[config.mk]
export PLATFORM = sky130hd
export DESIGN_NAME = srx_exec_unit
export DESIGN_NICKNAME = d
export VERILOG_FILES = /design/src/rtl/srx_exec_unit.sv
export SDC_FILE = /design/constraint.sdc
export NUM_CORES = 1
export LEC_CHECK = 0
export ABC_AREA = 1
export BUFFER_PORTS_ARGS = -buffer_cell sky130_fd_sc_hd__buf_4
export CORE_ASPECT_RATIO = 1.4
export CORE_MARGIN = 1.5
export CORE_UTILIZATION = 40
export CTS_CLUSTER_SIZE = 12
export DETAILED_ROUTE_END_ITERATION = 8
export GPL_TIMING_DRIVEN = 0
export PLACE_DENSITY_LB_ADDON = 0.12
export SETUP_SLACK_MARGIN = 0.15
export SYNTH_ARGS = -nofsm -noshare
export SYNTH_HDL_FRONTEND = slang
export SYNTH_SLANG_ARGS = --single-unit
[constraint.sdc]
create_clock -name clk -period 4.08 [get_ports clk]
set_input_delay 0.816 -clock clk [delete_from_list [all_inputs] [get_ports clk]]
set_output_delay 0.816 -clock clk [all_outputs]
set_load 0.02 [all_outputs]
[src/rtl/srx_exec_unit.sv]
module srx_exec_unit #(
  parameter int unsigned W = 32
) (
  input  logic         clk,
  input  logic         rst_n,
  input  logic         in_valid,
  input  logic [31:0]  insn,
  input  logic [W-1:0] src_val,
  input  logic [W-1:0] amt_val,
  input  logic         so_in,
  output logic [4:0]   src_sel,
  output logic [4:0]   amt_sel,
  output logic         out_valid,
  output logic         illegal,
  output logic         wr_en,
  output logic [4:0]   wr_addr,
  output logic [W-1:0] wr_data,
  output logic [W-1:0] mq,
  output logic         cond_we,
  output logic [3:0]   cond
);
  localparam int unsigned SW = $clog2(W);

  logic          hit, rec;
  logic [SW-1:0] amt;
  logic [W-1:0]  rot, keep, res;
  logic [2*W-1:0] dbl;

  assign hit     = (insn[31:26] == 6'd31) && (insn[10:1] == 10'd665);
  assign rec     = insn[0];
  assign src_sel = insn[25:21];
  assign amt_sel = insn[15:11];
  assign amt     = SW'(amt_val % W);

  assign dbl  = {src_val, src_val} >> amt;
  assign rot  = dbl[W-1:0];
  assign keep = {W{1'b1}} >> amt;
  assign res  = rot & keep;

  always_ff @(posedge clk) begin
    if (!rst_n) begin
      out_valid <= 1'b0;
      illegal   <= 1'b0;
      wr_en     <= 1'b0;
      wr_addr   <= '0;
      wr_data   <= '0;
      mq        <= '0;
      cond_we   <= 1'b0;
      cond      <= '0;
    end else begin
      out_valid <= in_valid;
      illegal   <= in_valid && !hit;
      wr_en     <= in_valid && hit;
      cond_we   <= in_valid && hit && rec;
      if (in_valid && hit) begin
        wr_addr <= insn[20:16];
        wr_data <= res;
        mq      <= rot;
        if (rec)
          cond <= {res[W-1], !res[W-1] && (res != '0), res == '0, so_in};
      end
    end
  end
endmodule


==> out/qor.txt, run 1 <==
status: complete, no violations
M1 WL: 8160 um
final cell count without fillers: 1117
switching power: 0.674 mW
Seq/Total Area, Yosys: 0.302
routed length on met2: 10600 um
first-pass GRT wire length: 32900 um
clock sinks: 76
# setup viols final: 0
Crit path max-delay family: simple AND/OR/NAND/NOR gates
Starting Density: 0.409
# IOs: 187
Post-CTS Hold Fix Bufs: 0
CTS tree: done
Worst Slack Setup Final: 1.21 ns
hpwl dp: 18000 um
DRT iter0 DRCs: 451
maxcap violations: 0
Final ANT Viol Nets: 0
core footprint: 12300 um2
Worst Path Buf+Inv: 3
required time worst endpoint: 4.32 ns
placed inst area: 6310 um2
All-Layer GR Usage: 0.324
FP Rows: 48
syn nets: 907
fmax: 348 MHz
GR Overflow Total: 0
fin util: 0.536
critical path type: input port to flip-flop
Leak: 3.25 nW
#FFs+latches synth: 76
Crit. End Element: flip-flop
Cells after Synth: 807
final hold vios: 0
vias per cell: 5.78
HP Class: flip-flop to flip-flop
slowest stage delay, CP: 0.77 ns
WL/cell: 19.6 um
Post-Route Skew: 0 ns
critical path data arrival time: 3.11 ns
Nets: 1062
PortBufs: 144
count of different cell masters after synthesis: 25
area delta synth->final: 30.9%
post-route clock period utilization: 0.704
Die Width: 97.9 um
Max-slew headroom: 0.333
min cycle time layout: 2.87 ns
worst hold slack: 0.466 ns
worst slew pin tran: 0.997 ns
CP max-delay cell: nor2_1
largest net degree at the start of global routing: 17
clock share of power: 0.389
syn_area_per_cell: 6.25 um2
worst slack at placement: 0.900 ns
fin. max-slew vios: 0
cts bufs inserted: 9
highest metal used: met4
most common cell after layout, fill and taps aside: nand3_1
clk_lat worst skew: 0.34 ns
Clock Root Buffer: clkbuf_16
sequential power share: 0.372
First-pass DRT Iterations: 5
part of the power in combinational logic: 0.239
CP cell instances: buf_4 > nor4_1 > nand2_1 > nor2_1 > clkbuf_1 > nand3_1 > o211ai_1 > inv_1
WL final: 21900 um
Routed met3 length: 1280 um
htree depth: 3
share of cells above drive strength 1: 0.212
gpl congestion: 1.06
PD cells: 303 nW/um2
switching portion of total power: 0.337
Die Area: 13300 um2
clk slew on worst S/H paths: 0.06 ns
Ys Warns: 0
Pint: 1.33 mW
DR vias: 6461
postcts setup bufs: 0
vias in the first global route: 6006
Pwr Total: 2.00 mW
DRC: 0
fin area: 6600 um2
synthesized cell area: 5040 um2
crit path max fanout: 10
diode count: 0
VDD IR max: 167 uV
Inst Count DP: 1101
commonest non-fill, non-tap cells in the layout: nand3_1, buf_4, nand2_1
clk buf depth: 2
cts repair resizes: 0
RSZ-0062 raised after global routing: false
DIE HEIGHT: 136 um
Post-Route Setup TNS: 0 ns
initial antenna violation count: 0
Worst Setup Start Kind: input port
[worst paths after layout]
kind,startpoint,to,slack [ns],depth (start not counted)
max,insn[7],mq[25]$_SDFFE_PN0P_,1.21,8
min,cond[1]$_SDFFE_PN0P_,cond[1]$_SDFFE_PN0P_,0.47,2
max reg2reg,cond[2]$_SDFFE_PN0P_,cond[2]$_SDFFE_PN0P_,3.25,3
min reg2reg,cond[1]$_SDFFE_PN0P_,cond[1]$_SDFFE_PN0P_,0.47,2
[metal layers]
metal | up-vias | track usage
met5 | - | 0
met4 | 0 | 0.255
met3 | 104 | 0.0478
met2 | 317 | 0.566
met1 | 2930 | 0.349
li1 | 3110 | -
[tightest hold or removal path, cell delays in order, from the launching register on]
cell and delay (ns):
dfxtp_1 0.31, nand2_1 0.06, a21oi_1 0.05
[power groups by stage]
stage	clock, mW	combinational (mW)	sequential, mW
after floorplan	0	0.286	0.761
after global placement	0	0.465	0.760
after detailed placement	0	0.463	0.760
after CTS	0.789	0.465	0.743
after global routing	0.812	0.513	0.743
final	0.779	0.478	0.743
[cell type report]
type                    instances  area [um2]
plain buffers                  71         368
clock buffers                   9         225
inverters                      57         214
fillers                      1354        5710
repair buffers                144        1080
clock inverters                 7        65.1
multi-input cells             603        2940
well taps                     150         188
flip-flops and latches         76        1520
[state kept, by name (all words and copies together), names as in the netlist]
register and cells:
mq 31, wr_addr 5, illegal 1, cond 4, wr_en 1, cond_we 1, out_valid 1, wr_data 32
[Yosys cell counts]
cell type | count | area [um2]
clkbuf_1 | 35 | 131
o211ai_1 | 32 | 240
o221ai_1 | 1 | 8.76
nand3_1 | 296 | 1480
buf_2 | 15 | 75.1
or2_2 | 6 | 37.5
nand2_2 | 3 | 18.8
o2111ai_1 | 1 | 8.76
nand4_1 | 18 | 113
nor2_1 | 30 | 113
nand2_1 | 138 | 518
inv_2 | 1 | 3.75
buf_1 | 3 | 11.3
buf_4 | 14 | 105
buf_6 | 4 | 45.0
inv_1 | 53 | 199
nor2_2 | 2 | 12.5
o21ai_0 | 41 | 205
nor4_1 | 2 | 12.5
nor3_1 | 6 | 30.0
a21oi_1 | 25 | 125
o21bai_1 | 1 | 7.51
dfxtp_1 | 76 | 1520
clkinv_1 | 3 | 11.3
and3_1 | 1 | 6.26
[cell families (layout without fill, tap and decap cells)]
group,count (synthesis),after routing,synth area share
AOI/OAI and AO/OA,101,101,0.118
DFF,76,76,0.302
and+or+nand+nor,502,502,0.465
buffers and inverters,128,288,0.115
Note: power is estimated with default switching activity, not from simulation.
==> inputs of run 2 (changes only) <==
==> constraint.sdc (replaced) <==
create_clock -name clk -period 2.7 [get_ports clk]
set_input_delay 0.54 -clock clk [delete_from_list [all_inputs] [get_ports clk]]
set_output_delay 0.54 -clock clk [all_outputs]
set_load 0.02 [all_outputs]
==> run 2 against run 1 <==
  * Clock skew unchanged
  * Die area unchanged
  * Non-clock buffer count unchanged
  * Utilization about the same
  * Critical path depth up 6
  * Combinational power up 51%
  * Count of clock-buffer cells in the layout unchanged
  * Final cell count unchanged
  * Highest routed layer unchanged
==> out/qor.txt, run 2 (same netlist as run 1, synthesis figures left out) <==
core footprint: 12300 um2 (unchanged)
crit path max fanout: 10 (unchanged)
VDD IR max: 252 uV (+51%)
# IOs: 187 (unchanged)
All-Layer GR Usage: 0.324 (unchanged)
First-pass DRT Iterations: 5 (unchanged)
biggest regs: wr_data x32, mq x31, wr_addr x5
Biggest register: wr_data
PortBufs: 144 (unchanged)
Worst Setup Start Kind: input port
WL/cell: 19.6 um (about the same)
Worst Path Buf+Inv: 3 (unchanged)
min cycle time layout: 2.34 ns
worst slew pin tran: 0.667 ns (-0.330 ns)
hpwl dp: 18000 um (unchanged)
clk_lat worst skew: 0.34 ns (about the same)
required time worst endpoint: 2.94 ns (-1.38 ns)
vias in the first global route: 6006 (unchanged)
CP cell instances: buf_4 > clkinv_1 > buf_2 > nand3_1 > nand3_1 > nand3_1 > nand3_1 > or2_2 > nand2_1 > nor2_1 > nand2_1 > nor2_1 > nand2_1 > a21oi_1
Post-Route Skew: 0 ns (unchanged)
fmax: 427 MHz
CP max-delay cell: or2_2
WL final: 21900 um (about the same)
clk buf depth: 2 (unchanged)
critical path data arrival time: 2.58 ns (-0.53 ns)
clock sinks: 76 (unchanged)
post-route clock period utilization: 0.868
HP Class: input port to flip-flop
cts bufs inserted: 9 (unchanged)
vias per cell: 5.78 (unchanged)
Crit path max-delay family: simple AND/OR/NAND/NOR gates
Leak: 3.25 nW (about the same)
DIE HEIGHT: 136 um (unchanged)
# setup viols final: 0 (unchanged)
share of cells above drive strength 1: 0.213 (+0.00103)
largest net degree at the start of global routing: 17 (unchanged)
fin. max-slew vios: 0 (unchanged)
diode count: 0 (unchanged)
status: complete, no violations
Nets: 1062 (unchanged)
area delta synth->final: 31.0% (about the same)
final hold vios: 0 (unchanged)
PD cells: 458 nW/um2 (+51%)
gpl congestion: 1.06 (unchanged)
DRC: 0 (unchanged)
Final ANT Viol Nets: 0 (unchanged)
Max-slew headroom: 0.555 (+0.222)
GR Overflow Total: 0 (unchanged)
Crit. End Element: flip-flop
CTS tree: done
FP Rows: 48 (unchanged)
maxcap violations: 0 (unchanged)
worst hold slack: 0.411 ns (-0.0547 ns)
RSZ-0062 raised after global routing: false
most used cell, CP: nand3_1
first-pass GRT wire length: 32900 um (unchanged)
htree depth: 3 (unchanged)
initial antenna violation count: 0 (unchanged)
DRT iter0 DRCs: 452 (+0.22%)
Clock Root Buffer: clkbuf_16
slowest stage delay, CP: 0.36 ns (-0.41 ns)
critical path type: input port to flip-flop
Post-Route Setup TNS: 0 ns (unchanged)
commonest non-fill, non-tap cells in the layout: nand3_1, buf_4, nand2_1
Largest register FFs: 32 (unchanged)
Die Area: 13300 um2 (unchanged)
Post-CTS Hold Fix Bufs: 0 (unchanged)
most common cell after layout, fill and taps aside: nand3_1
Starting Density: 0.409 (unchanged)
Die Width: 97.9 um (unchanged)
DR vias: 6461 (unchanged)
clk slew on worst S/H paths: 0.06 ns (about the same)
[run 2: stage by stage]
stage | instance area, um2 | power (mW) | util | worst slack [ns] | instances
final | 6600 | 3.02 | 0.536 | 0.356 | 1117
after global routing | 6600 | 3.12 | 0.536 | 0.167 | 1117
after detailed placement | 6310 | 1.85 | 0.513 | -0.204 | 1101
after floorplan | 5040 | 1.58 | - | 0.745 | 807
after CTS | 6600 | 3.02 | 0.536 | 0.164 | 1117
after global placement | 6310 | 1.85 | 0.513 | -0.182 | 1101
[run 2: what timing repair did]
action                                 CTS  global route
gates resized for setup                  0             1
buffers inserted                         0             0
setup endpoints to repair                0            44
endpoints found under the hold margin    0             0
[run 2: path summary, 6_finish.rpt]
check	to	depth (start not counted)	slack, ns	start
min	cond[0]$_SDFFE_PN0P_	3	0.41	so_in
max reg2reg	cond[2]$_SDFFE_PN0P_	3	1.87	cond[2]$_SDFFE_PN0P_
max	cond[1]$_SDFFE_PN0P_	14	0.36	amt_val[1]
min reg2reg	cond[1]$_SDFFE_PN0P_	2	0.47	cond[1]$_SDFFE_PN0P_
[run 2: worst min-delay path, stage by stage]
cell,delay [ns]
buf_4,0.08
o21bai_1,0.06
inv_1,0.05
[run 2: routing by layer]
metal  vias to the layer above  wire [um]  GRT usage
met4                         0       1930      0.255
met2                       317      10600      0.566
met3                       104       1270     0.0478
met1                      2930       8160      0.349
li1                       3110          -          -
met5                         -          0          0
[run 2: area by class of cell]
class                      instances  area [um2]
inverter                          57         214
timing repair buffer             144        1080
tap                              150         188
sequential                        76        1520
multi-input combinational        603        2940
clock buffer                       9         225
clock inverter                     7        65.1
buffer                            71         368
fill                            1353        5710
[run 2: report_power, final]
group | leakage, nW | internal [mW] | total, mW | switching (mW)
clock network | 0.140 | 0.645 | 1.18 | 0.532
logic | 2.50 | 0.237 | 0.723 | 0.486
registers | 0.612 | 1.12 | 1.12 | 0.000372
==> inputs of run 3 (changes only) <==
--- a/config.mk
+++ b/config.mk
@@ -10,6 +10,7 @@
 export CORE_ASPECT_RATIO = 1.4
 export CORE_MARGIN = 1.5
 export CORE_UTILIZATION = 40
+export CTS_BUF_LIST = sky130_fd_sc_hd__clkbuf_2
 export CTS_CLUSTER_SIZE = 12
 export DETAILED_ROUTE_END_ITERATION = 8
 export GPL_TIMING_DRIVEN = 0
==> run 3 against run 2 <==
  * Global-route usage fell by 0.13 points
  * Critical endpoint is now mq[25]$_SDFFE_PN0P_
  * Sequential cell count did not move
  * Sequential share of layout area rose by 0.65 points
  * Largest cell class unchanged
  * Register-to-register slack got worse by 0.03 ns
  * Critical path depth fell by 5
  * Count of clock-buffer cells in the layout did not move
  * Clock power fell by 47%
  * Highest routed layer unchanged
  * Worst setup slack improved by 0.059 ns
  * Power fell by 18%
  * Routed wire length fell by 0.31%
  * Combinational power barely moved
  * First-iteration DRC count rose by 2.9%
==> out/qor.txt, run 3 (same netlist as run 1, synthesis figures left out) <==
highest metal used: met4
DRT iter0 DRCs: 465 (+2.9%)
area delta synth->final: 27.4%
CP max-delay cell: nor2_1
commonest non-fill, non-tap cells in the layout: nand3_1, buf_4, nand2_1
WL final: 21900 um (-0.31%)
# IOs: 187 (unchanged)
PD cells: 385 nW/um2 (-16%)
WL/cell: 19.6 um (-0.40%)
Nets: 1062 (unchanged)
Largest register FFs: 32 (unchanged)
First-pass DRT Iterations: 5 (unchanged)
share of cells above drive strength 1: 0.212 (-0.00103)
worst slew pin tran: 0.955 ns (+0.288 ns)
htree depth: 3 (unchanged)
Die Area: 13300 um2 (unchanged)
critical path type: input port to flip-flop
Die Width: 97.9 um (unchanged)
Post-Route Skew: 0 ns (unchanged)
core footprint: 12300 um2 (unchanged)
initial antenna violation count: 1 (+1)
postcts setup bufs: 0 (unchanged)
Biggest register: wr_data
Starting Density: 0.409 (unchanged)
gpl congestion: 1.06 (unchanged)
# setup viols final: 0 (unchanged)
HP Class: input port to flip-flop
clk slew on worst S/H paths: 0.27 ns (+0.21 ns)
fillers: 1382 (+2.1%)
final hold vios: 0 (unchanged)
hpwl dp: 18000 um (unchanged)
Worst Slack Setup Final: 0.415 ns (+0.0586 ns)
DIE HEIGHT: 136 um (unchanged)
status: complete, no violations
fmax: 438 MHz (+2.6%)
vias in the first global route: 5960 (-0.77%)
Hold EP: wr_addr[0]$_SDFFE_PN0P_
biggest regs: wr_data x32, mq x31, wr_addr x5
cts bufs inserted: 9 (unchanged)
GR Overflow Total: 0 (unchanged)
RSZ-0062 raised after global routing: false
required time worst endpoint: 3.21 ns (+0.27 ns)
first-pass GRT wire length: 32900 um (-0.19%)
Clock Root Buffer: clkbuf_2
worst slack at placement: -0.204 ns (unchanged)
Leak: 3.18 nW (-2.3%)
FF-to-FF End: cond[2]$_SDFFE_PN0P_
clk buf depth: 2 (unchanged)
FP Rows: 48 (unchanged)
critical path data arrival time: 2.80 ns (+0.22 ns)
min cycle time layout: 2.29 ns (-0.0586 ns)
vias per cell: 5.75 (-0.57%)
clock sinks: 76 (unchanged)
r2r setup slk: 1.84 ns (-0.03 ns)
Pwr Total: 2.47 mW (-18%)
routed length on met2: 10700 um (+1.3%)
crit path max fanout: 10 (unchanged)
Hold Crit Start: insn[16]
path depth of the worst reg2reg path: 3 (unchanged)
fin. max-slew vios: 0 (unchanged)
Worst Path Buf+Inv: 3 (unchanged)
CP cell instances: buf_4 > nand4_1 > nor4_1 > nand2_1 > nor2_1 > clkbuf_1 > nand3_1 > o211ai_1 > inv_1
post-route clock period utilization: 0.846 (-0.0217)
most common cell after layout, fill and taps aside: nand3_1
All-Layer GR Usage: 0.323 (-0.00130)
cts repair resizes: 0 (unchanged)
Crit. End Element: flip-flop
DRC: 0 (unchanged)
Hold Path Depth: 3 (unchanged)
Max-slew headroom: 0.361 (-0.194)
clk_lat worst skew: 0.57 ns (+0.23 ns)
slowest stage delay, CP: 0.74 ns (+0.38 ns)
M1 WL: 8060 um (-1.2%)
Worst Setup Start Kind: input port
largest net degree at the start of global routing: 17 (unchanged)
VDD IR max: 214 uV (-15%)
CTS tree: done
Routed met3 length: 1390 um (+8.9%)
maxcap violations: 0 (unchanged)
Worst R2R Start: cond[2]$_SDFFE_PN0P_
DR vias: 6430 (-0.48%)
Final ANT Viol Nets: 0 (unchanged)
Post-CTS Hold Fix Bufs: 0 (unchanged)
Crit path max-delay family: simple AND/OR/NAND/NOR gates
PortBufs: 144 (unchanged)
-- run 3: changes by cell type in the layout (fill, tap and decap cells not counted), sizes merged --
cell / change
diode: +1
-- run 3: final cells by class --
cell class	count	area (um2)	area share
timing repair buffer	144	1080	0.168
tap	150	188	0.0292
buffer	71	368	0.0573
antenna	1	2.50	0.000390
sequential	76	1520	0.237
clock inverter	7	65.1	0.0101
clock buffer	9	45.0	0.00701
multi-input combinational	603	2940	0.457
inverter	57	214	0.0333
-- run 3: worst max path at each step --
stage	slack (ns)	depth (start not counted)	end	start
after global placement	-0.18	9	mq[1]$_SDFFE_PN0P_	insn[1]
after global routing	0.21	9	mq[25]$_SDFFE_PN0P_	insn[1]
after detailed placement	-0.20	9	mq[1]$_SDFFE_PN0P_	insn[1]
after floorplan	0.74	15	cond[1]$_SDFFE_PN0P_	amt_val[0]
after CTS	0.46	9	mq[1]$_SDFFE_PN0P_	insn[1]
final	0.41	9	mq[25]$_SDFFE_PN0P_	insn[1]
-- run 3: layer usage --
metal	vias up	global-route usage
met4	0	0.225
met1	2907	0.350
met2	335	0.573
li1	3102	-
met5	-	0
met3	86	0.0488
-- run 3: where the power goes --
group / switching [mW] / internal, mW / leakage (nW)
logic: 0.485 / 0.237 / 2.50
registers: 0.000372 / 1.13 / 0.612
clock network: 0.477 / 0.145 / 0.0669
-- run 3: metrics by stage --
step                      instances   util  setup TNS (ns)  cell area [um2]  hold WS, ns
after detailed placement       1101  0.513           -2.08             6310        0.461
after global routing           1118  0.522               0             6420        0.129
after CTS                      1117  0.521               0             6420        0.145
after global placement         1101  0.513           -2.05             6310        0.454
final                          1118  0.522               0             6420        0.150
after floorplan                 807      -               0             5040        0.543
-- run 3: worst register-to-register path, stage by stage (launching register included) --
cell and delay (ns):
dfxtp_1 0.39, a21oi_1 0.06, or2_2 0.27, a21oi_1 0.11
